`src/rtl/wsc_pkg.sv`:
```
// Package wsc_pkg
// Shared encodings for the wait-state controller.
// Assumes a 2-bit configuration select.
package wsc_pkg;
    typedef enum logic [1:0] {
        CFG_MODE  = 2'd0,
        CFG_WEN   = 2'd1,
        CFG_WCNT  = 2'd2,
        CFG_NONE  = 2'd3
    } cfg_sel_e;
endpackage

```
`src/rtl/wsc_cfg_regs.sv`:
```
// Module wsc_cfg_regs
// Holds the per-region mode mask, the per-region wait-enable mask and
// the global wait count. Writes only; nothing is read back.
// Assumes REGIONS >= WAIT_W, so the wait count fits in the write data.
module wsc_cfg_regs
    import wsc_pkg::*;
#(
    parameter int REGIONS = 8,
    parameter int WAIT_W  = 2
) (
    input  logic               clk,
    input  logic               rst_n,
    input  logic               we,
    input  logic [1:0]         sel,
    input  logic [REGIONS-1:0] wdata,
    output logic [REGIONS-1:0] mode_q,
    output logic [REGIONS-1:0] wen_q,
    output logic [WAIT_W-1:0]  wcnt_q
);
    // Apply register writes; reset selects the slowest timing everywhere.
    always_ff @(posedge clk) begin
        if (!rst_n) begin
            mode_q <= '1;
            wen_q  <= '1;
            wcnt_q <= '1;
        end else if (we) begin
            case (cfg_sel_e'(sel))
                CFG_MODE: mode_q <= wdata;
                CFG_WEN:  wen_q  <= wdata;
                CFG_WCNT: wcnt_q <= wdata[WAIT_W-1:0];
                default:  ;
            endcase
        end
    end
endmodule

```
`src/rtl/wsc_len_calc.sv`:
```
// Module wsc_len_calc
// Computes the access length in cycles for every region, then picks
// the one for the requested region. Pure combinational logic.
// Assumes LEN_W is wide enough to hold 3 + (2**WAIT_W - 1).
module wsc_len_calc #(
    parameter int REGIONS = 8,
    parameter int WAIT_W  = 2,
    parameter int RGN_W   = 3,
    parameter int LEN_W   = 4
) (
    input  logic [REGIONS-1:0] mode,
    input  logic [REGIONS-1:0] wen,
    input  logic [WAIT_W-1:0]  wcnt,
    input  logic [RGN_W-1:0]   region,
    output logic [LEN_W-1:0]   len
);
    logic [LEN_W-1:0] len_tab [REGIONS];

    for (genvar r = 0; r < REGIONS; r++) begin : g_rgn
        // Length of an access to region r under the current settings.
        always_comb begin
            if (mode[r])
                len_tab[r] = LEN_W'(3) + (wen[r] ? LEN_W'(wcnt) : '0);
            else
                len_tab[r] = LEN_W'(2);
        end
    end

    // Select the entry of the addressed region.
    always_comb len = len_tab[region];
endmodule

```
`src/rtl/wsc_seq.sv`:
```
// Module wsc_seq
// Access sequencer. It accepts a request only while idle, then counts
// down the captured length. It drives busy for the whole access, strobe
// from the second cycle on, and done in the last cycle.
// Assumes len >= 2 at acceptance.
module wsc_seq #(
    parameter int LEN_W = 4
) (
    input  logic             clk,
    input  logic             rst_n,
    input  logic             req,
    input  logic [LEN_W-1:0] len,
    output logic             busy,
    output logic             strobe,
    output logic             done
);
    logic             busy_q;
    logic             first_q;
    logic [LEN_W-1:0] rem_q;

    // Start, count down and finish an access.
    always_ff @(posedge clk) begin
        if (!rst_n) begin
            busy_q  <= 1'b0;
            first_q <= 1'b0;
            rem_q   <= '0;
        end else if (!busy_q) begin
            if (req) begin
                busy_q  <= 1'b1;
                first_q <= 1'b1;
                rem_q   <= len - LEN_W'(1);
            end
        end else begin
            first_q <= 1'b0;
            if (rem_q == '0)
                busy_q <= 1'b0;
            else
                rem_q <= rem_q - LEN_W'(1);
        end
    end

    // Output decode from the sequencer state.
    always_comb begin
        busy   = busy_q;
        strobe = busy_q && !first_q;
        done   = busy_q && (rem_q == '0);
    end
endmodule

```
`src/rtl/wait_state_ctrl.sv`:
```
// Module wait_state_ctrl
// Top level of the per-region wait-state controller. The region is taken
// from the upper address bits. Each region uses a two-state or a
// three-state access, and optional wait cycles extend a three-state one.
// Assumes REGIONS is a power of two.
module wait_state_ctrl #(
    parameter int ADDR_W  = 24,
    parameter int REGIONS = 8,
    parameter int WAIT_W  = 2
) (
    input  logic               clk,
    input  logic               rst_n,
    input  logic               req,
    input  logic [ADDR_W-1:0]  addr,
    input  logic               cfg_we,
    input  logic [1:0]         cfg_sel,
    input  logic [REGIONS-1:0] cfg_wdata,
    output logic               busy,
    output logic               strobe,
    output logic               done
);
    localparam int RGN_W = $clog2(REGIONS);
    localparam int LEN_W = WAIT_W + 2;

    logic [REGIONS-1:0] mode_q;
    logic [REGIONS-1:0] wen_q;
    logic [WAIT_W-1:0]  wcnt_q;
    logic [RGN_W-1:0]   region;
    logic [LEN_W-1:0]   acc_len;
    logic               unused_addr_bits;

    // Region select from the top address bits.
    always_comb region = addr[ADDR_W-1 -: RGN_W];
    always_comb unused_addr_bits = ^addr[ADDR_W-RGN_W-1:0];

    wsc_cfg_regs #(.REGIONS(REGIONS), .WAIT_W(WAIT_W)) u_regs (
        .clk    (clk),
        .rst_n  (rst_n),
        .we     (cfg_we),
        .sel    (cfg_sel),
        .wdata  (cfg_wdata),
        .mode_q (mode_q),
        .wen_q  (wen_q),
        .wcnt_q (wcnt_q)
    );

    wsc_len_calc #(.REGIONS(REGIONS), .WAIT_W(WAIT_W), .RGN_W(RGN_W), .LEN_W(LEN_W)) u_len (
        .mode   (mode_q),
        .wen    (wen_q),
        .wcnt   (wcnt_q),
        .region (region),
        .len    (acc_len)
    );

    wsc_seq #(.LEN_W(LEN_W)) u_seq (
        .clk    (clk),
        .rst_n  (rst_n),
        .req    (req),
        .len    (acc_len),
        .busy   (busy),
        .strobe (strobe),
        .done   (done)
    );
endmodule

```
`config.mk`:
```
export PLATFORM = sky130hd
export DESIGN_NAME = wait_state_ctrl
export DESIGN_NICKNAME = d
export VERILOG_FILES = /design/src/rtl/wsc_pkg.sv /design/src/rtl/wsc_cfg_regs.sv /design/src/rtl/wsc_len_calc.sv /design/src/rtl/wsc_seq.sv /design/src/rtl/wait_state_ctrl.sv
export SDC_FILE = /design/constraint.sdc
export NUM_CORES = 1
export LEC_CHECK = 0
export ABC_AREA = 1
export BUFFER_PORTS_ARGS = -buffer_cell sky130_fd_sc_hd__buf_2
export CORE_MARGIN = 1
export CORE_UTILIZATION = 30
export DETAILED_ROUTE_END_ITERATION = 8
export PLACE_DENSITY = 0.52
export SYNTH_ARGS = -nofsm -noshare
export SYNTH_HDL_FRONTEND = slang
export SYNTH_SLANG_ARGS = --single-unit
```
`constraint.sdc`:
```
create_clock -name clk -period 3.8 [get_ports clk]
set_input_delay 1.14 -clock clk [delete_from_list [all_inputs] [get_ports clk]]
set_output_delay 1.14 -clock clk [all_outputs]
set_load 0.005 [all_outputs]
```
Word-level counts from Yosys, hierarchy flattened
Cells that the tools add are included.

Add/subtract/negate cells: 10. Magnitude comparators: 1. Equality and inequality tests: 3. Muxes and demuxes: 25. Bitwise logic cells: 2. Reduce and logical (&&, ||, !) cells: 11.

Operators with widths (count): 4-bit two-way mux (13); 2-bit by 4-bit adder with 4-bit output (first input constant) (8); 2-bit two-way mux (8); 4-bit binary-select mux with 3-bit select (1); 2-bit AND reduction (4); 4-bit by 1-bit subtractor with 4-bit output (second input constant) (2); 4-bit >= comparator (second input constant) (1); 4-bit zero test (1); 3-bit NOT with 4-bit output (1); 1-bit two-way mux (3); 2-bit by 1-bit == test with 1-bit output (second input constant) (1); 2-bit == test (second input constant) (1); 1-bit logical AND (2); 2-bit zero test (1); 2-bit != test (second input constant) (1); 2-bit nonzero test (1); 2-bit OR reduction (1); 1-bit zero test (1); 1-bit NOT (1).

Bits in registers: 24. Bits of input ports: 38. Output and inout port bits: 3. Word-level logic and storage cells: 58.

Depth between registers and ports, before layout
Word-level depth: 9. Gate-level depth with buffers: 12. Depth with buffers taken out: 11.

Modules after synthesis
A second synthesis with hierarchy kept.

Cells, all modules: 224. Area, all modules: 1626.6 um^2.

Modules (own cells, without submodules): wsc_cfg_regs (times used 1, cells each 83, area each 708.2 um^2, seq. area each 360.3 um^2); wsc_len_calc (times used 1, cells each 83, area each 488.0 um^2, seq. area each 0.0 um^2); wsc_seq (times used 1, cells each 58, area each 430.4 um^2, seq. area each 120.1 um^2).

Least setup slack after synthesis
OpenSTA, ideal clock, no wires.

Path kind: input to register. Start point: input addr[21]. End point: register u_seq.rem_q[2]. Library setup time: 0.074 ns. Arrival: 2.186 ns. Required time: 3.726 ns. Setup slack: 1.540 ns. Stages on the path: 10. Path buffers: 1. Cells stage by stage: inv_2 -> buf_6 -> nand3_1 -> nand3_1 -> nand3_1 -> nand3_2 -> nand2_1 -> ha_1 -> or2_0 -> a31oi_1.

Word-level cells in the longest chain between the ends: 7.

Ends and longest elaborated chain: start, declared (RTL line wait_state_ctrl.sv:14) `input logic [ADDR_W-1:0] addr,`; 3-bit NOT with 4-bit output (implied by the code) (RTL line wsc_len_calc.sv:30) `always_comb len = len_tab[region];`; 4-bit binary-select mux with 3-bit select (RTL line wsc_len_calc.sv:30); 4-bit two-way mux (implied by the code) (2 in series) (RTL line wsc_len_calc.sv:30); 4-bit by 1-bit subtractor with 4-bit output (RTL line wsc_seq.sv:31) `rem_q <= len - LEN_W'(1);`; 4-bit two-way mux (RTL line wsc_seq.sv:28) `if (req) begin`; 4-bit two-way mux (RTL line wsc_seq.sv:27) `end else if (!busy_q) begin`; end signal, assigned (RTL line wsc_seq.sv:31); end signal, assigned (RTL line wsc_seq.sv:38) `rem_q <= rem_q - LEN_W'(1);`; end, declared (RTL line wsc_seq.sv:19) `logic [LEN_W-1:0] rem_q;`.

Every way passes these cells. The select of a mux whose other input is x is not followed. A chain may end at the register's enable or synchronous reset.

Final worst setup path
Start point: register u_seq.busy_q (netlist: u_seq.busy). End point: output done.

Word-level cells in the longest chain between the ends: 1.

Ends and longest elaborated chain: start, declared (RTL line wsc_seq.sv:17) `logic busy_q;`; start signal, assigned (RTL line wsc_seq.sv:24) `busy_q <= 1'b0;`; start signal, assigned (RTL line wsc_seq.sv:29) `busy_q <= 1'b1;`; start signal, assigned (RTL line wsc_seq.sv:36) `busy_q <= 1'b0;`; 1-bit logical AND (RTL line wsc_seq.sv:46) `done = busy_q && (rem_q == '0);`; end, declared (RTL line wait_state_ctrl.sv:20) `output logic done`.

Every way passes these cells.

==> results.yml <==
clock_tree:
  cts_tree: "yes"
  clk_path_buf_depth: 2
  cts_resized: 0
  path_clk_slew_ps: 90
  holdBufCountCts: 0
  cts_setup_buffers: 0
  clk_latency_ps: 270
  cts_max_level: 1
  cts_buffers: 3
  root_buffer: "clkbuf_8"
  numClockSinks: 24
power_and_ir_drop:
  switchingPower_w: 0.000193
  power_leakage_nw: 0.897
  p_seq_frac: 0.435
  pwr_density_cell_nw_per_um2: 400
  swShare: 0.290
  power.internal_w: 0.000474
  p_total_w: 0.000667
  combPwrFrac: 0.224
  peakVddDrop_mv: 0.233
  clockPowerShare: 0.341
global_route:
  antenna_found_initial: 0
  track_usage: 0.140
  grt_util_met3: 0.0295
  grt_max_degree: 23
  top_usage_layer: "met2"
  met1_usage: 0.184
  grt_pass1_vias: 1226
  grt_util_met2: 0.233
  grt_overflow: 0
  grt_pass1_wl_mm: 5.67
routing:
  dr.pass1.iters: 4
  num_vias: 1326
  via_per_inst: 4.79
  drc: 0
  wl_per_cell_um: 11.5
  drtIter0Drc: 39
  drtAntennaViolNets: 0
  drt-total-wl_mm: 3.19
synth:
  synth_ff_type: "dfxtp_1"
  post_synth.cell_area_avg_sq_um: 7.17
  synthMostInstantiatedCell: "nand2_1"
  synth-warning-count: 0
  synth-edff-count: 0
  synth.cell_area_sq_um: 1460
  ys_types: 24
  syn_nets: 251
  synth_seq_cells: 24
  synth-async-reset-ratio: 0
  synthTopCellsByCount: "nand2_1 (57), nand3_1 (52), dfxtp_1 (24)"
  yosys.area.top_type: "dfxtp_1"
  netlist_instances: 204
  synth-seq-area-share: 0.328
  yosys-top-cells-area: "dfxtp_1 (33%), nand3_1 (18%), nand2_1 (15%)"
  synth_top_area_share: 0.328
layout:
  seqCellArea_sq_um: 480
  multi_input_area_sq_um: 865
  fin_util: 0.355
  diodes: 0
  drive_above_1_share: 0.215
  fillCellCount: 524
  area.growth.synth_to_final_pct: 13.9
  postLayoutCellArea_sq_um: 1670
  fin_nets: 271
timing:
  rsz0062_at_grt: "no"
  period_needed_ps: 2380
  hold_viol: 0
  whs_ps: 484
  worst_pin_slew_ps: 431
  skew_ps: 4.59
  fin_setup_tns_ps: 0
  fin_crit_sh: 0.627
  slew_headroom: 0.712
  fmax_mhz: 420
  maxSlewViolCount: 0
  finalSetupViolations: 0
place:
  dpl_cell_area_sq_um: 1590
  place_congestion: 0.748
  port_buffers: 19
  post-dp-hpwl_mm: 2.43
setup_path:
  critical_path.startpoint_type: "flop"
  crit_path_end_kind: "primary output"
  regToRegEndpoint: "u_seq.rem_q[2]$_SDFFE_PN0P_"
  regToRegSetupSlack_ps: 1760
  crit_type: "reg -> out"
  path_max_fanout: 7
  crit_arrival_ps: 1240
  reg2regPathDepth: 11
  critPathRequiredTime_ps: 2660
  r2r_start: "u_regs.wcnt_q[0]$_SDFFE_PN1P_"
worst_hold_path:
  hold_class: "reg -> reg"
  min_to: "u_regs.wen_q[1]$_SDFFE_PN1P_"
  worstHoldPathCells: 2
  hp-start: "u_regs.wen_q[1]$_SDFFE_PN1P_"
floorplanning:
  start_util: 0.312
  top_level_ports: 41
  rows: 25
  fp.dieH_um: 71.8
  dieArea_sq_um: 5160
  die_x_um: 71.8
  coreArea_sq_um: 4690
status:
  outcome: "completed"
run:
  maxCapViolCount: 0
[state kept, by name, summed over array words and instances (netlist names)]
| register | count |
|---|---|
| u_regs.wen_q | 8 |
| u_seq.first_q | 1 |
| u_regs.mode_q | 8 |
| u_regs.wcnt_q | 2 |
| u_seq.busy | 1 |
| u_seq.rem_q | 4 |
[stage by stage]
| step | cells | setup WS (ps) |
|---|---|---|
| 2_1_floorplan | 204 | 1540 |
| 3_3_place_gp | 273 | 1150 |
| 3_5_place_dp | 273 | 1130 |
| 4_1_cts | 277 | 1400 |
| 5_1_grt | 277 | 1210 |
| 6_report | 277 | 1420 |
[power groups by stage]
stage | Combinational, W | Sequential (W) | Clock (W)
final | 0.000149 | 0.000290 | 0.000227
after global routing | 0.000175 | 0.000294 | 0.000249
after CTS | 0.000152 | 0.000290 | 0.000235
after detailed placement | 0.000151 | 0.000296 | 0
after global placement | 0.000150 | 0.000296 | 0
after floorplan | 0.000118 | 0.000289 | 0
[layout make-up]
| cell class | count | area share |
|---|---|---|
| flip-flops and latches | 24 | 0.289 |
| clock buffers | 3 | 0.0248 |
| multi-input cells | 155 | 0.519 |
| well taps | 54 | 0.0406 |
| repair buffers | 21 | 0.0661 |
| inverters | 19 | 0.0428 |
| clock inverters | 1 | 0.0180 |
[how the worst max path moves through the flow]
| stage | startpoint | end | cells past startpoint |
|---|---|---|---|
| 5_1_grt | addr[21] | u_seq.rem_q[2]$_SDFFE_PN0P_ | 11 |
| 3_5_place_dp | addr[21] | u_seq.rem_q[2]$_SDFFE_PN0P_ | 11 |
| 6_report | u_seq.busy$_SDFF_PN0_ | done | 5 |
| 4_1_cts | addr[21] | u_seq.rem_q[2]$_SDFFE_PN0P_ | 11 |
| 3_3_place_gp | addr[21] | u_seq.rem_q[2]$_SDFFE_PN0P_ | 11 |
| 2_1_floorplan | addr[21] | u_seq.rem_q[2]$_SDFFE_PN0P_ | 10 |
[cell usage in the layout, fill, tap and decap left out, types with 2 or more instances in the layout]
master    count
nand2_1      57
nand3_1      52
dfxtp_1      24
buf_2        19
inv_1        15
nand3_2      10
ha_1          9
nor2_1        7
inv_2         4
nand3b_1      3
a21oi_1       3
clkbuf_8      3
nor3_2        2
a21oi_2       2
o21ai_0       2
buf_4         2
[layer usage]
| layer | wire length, um | vias to the layer above | share of wire |
|---|---|---|---|
| met3 | 109 | 2 | 0.034 |
| met1 | 1630 | 580 | 0.51 |
| li1 | - | 720 | - |
| met5 | 0 | - | 0 |
| met4 | 28 | 0 | 0.0088 |
| met2 | 1430 | 24 | 0.45 |
[logic make-up (layout without fill, tap and decap cells)]
| kind of cell | count (synthesis) | count (layout) | synth area share |
|---|---|---|---|
| fa+ha+maj | 9 | 9 | 0.0770 |
| flops | 24 | 24 | 0.328 |
| compound gates | 10 | 10 | 0.0505 |
| simple gates | 136 | 136 | 0.464 |
| buf+inv | 25 | 44 | 0.0804 |
[worst max-delay path, cell delays in order, from the launching register on]
cell     delay [ps]
dfxtp_1         430
inv_2           110
nor2_1          140
nand3_1         120
inv_1            70
buf_2           100
Note: power is estimated with default switching activity, not from simulation.
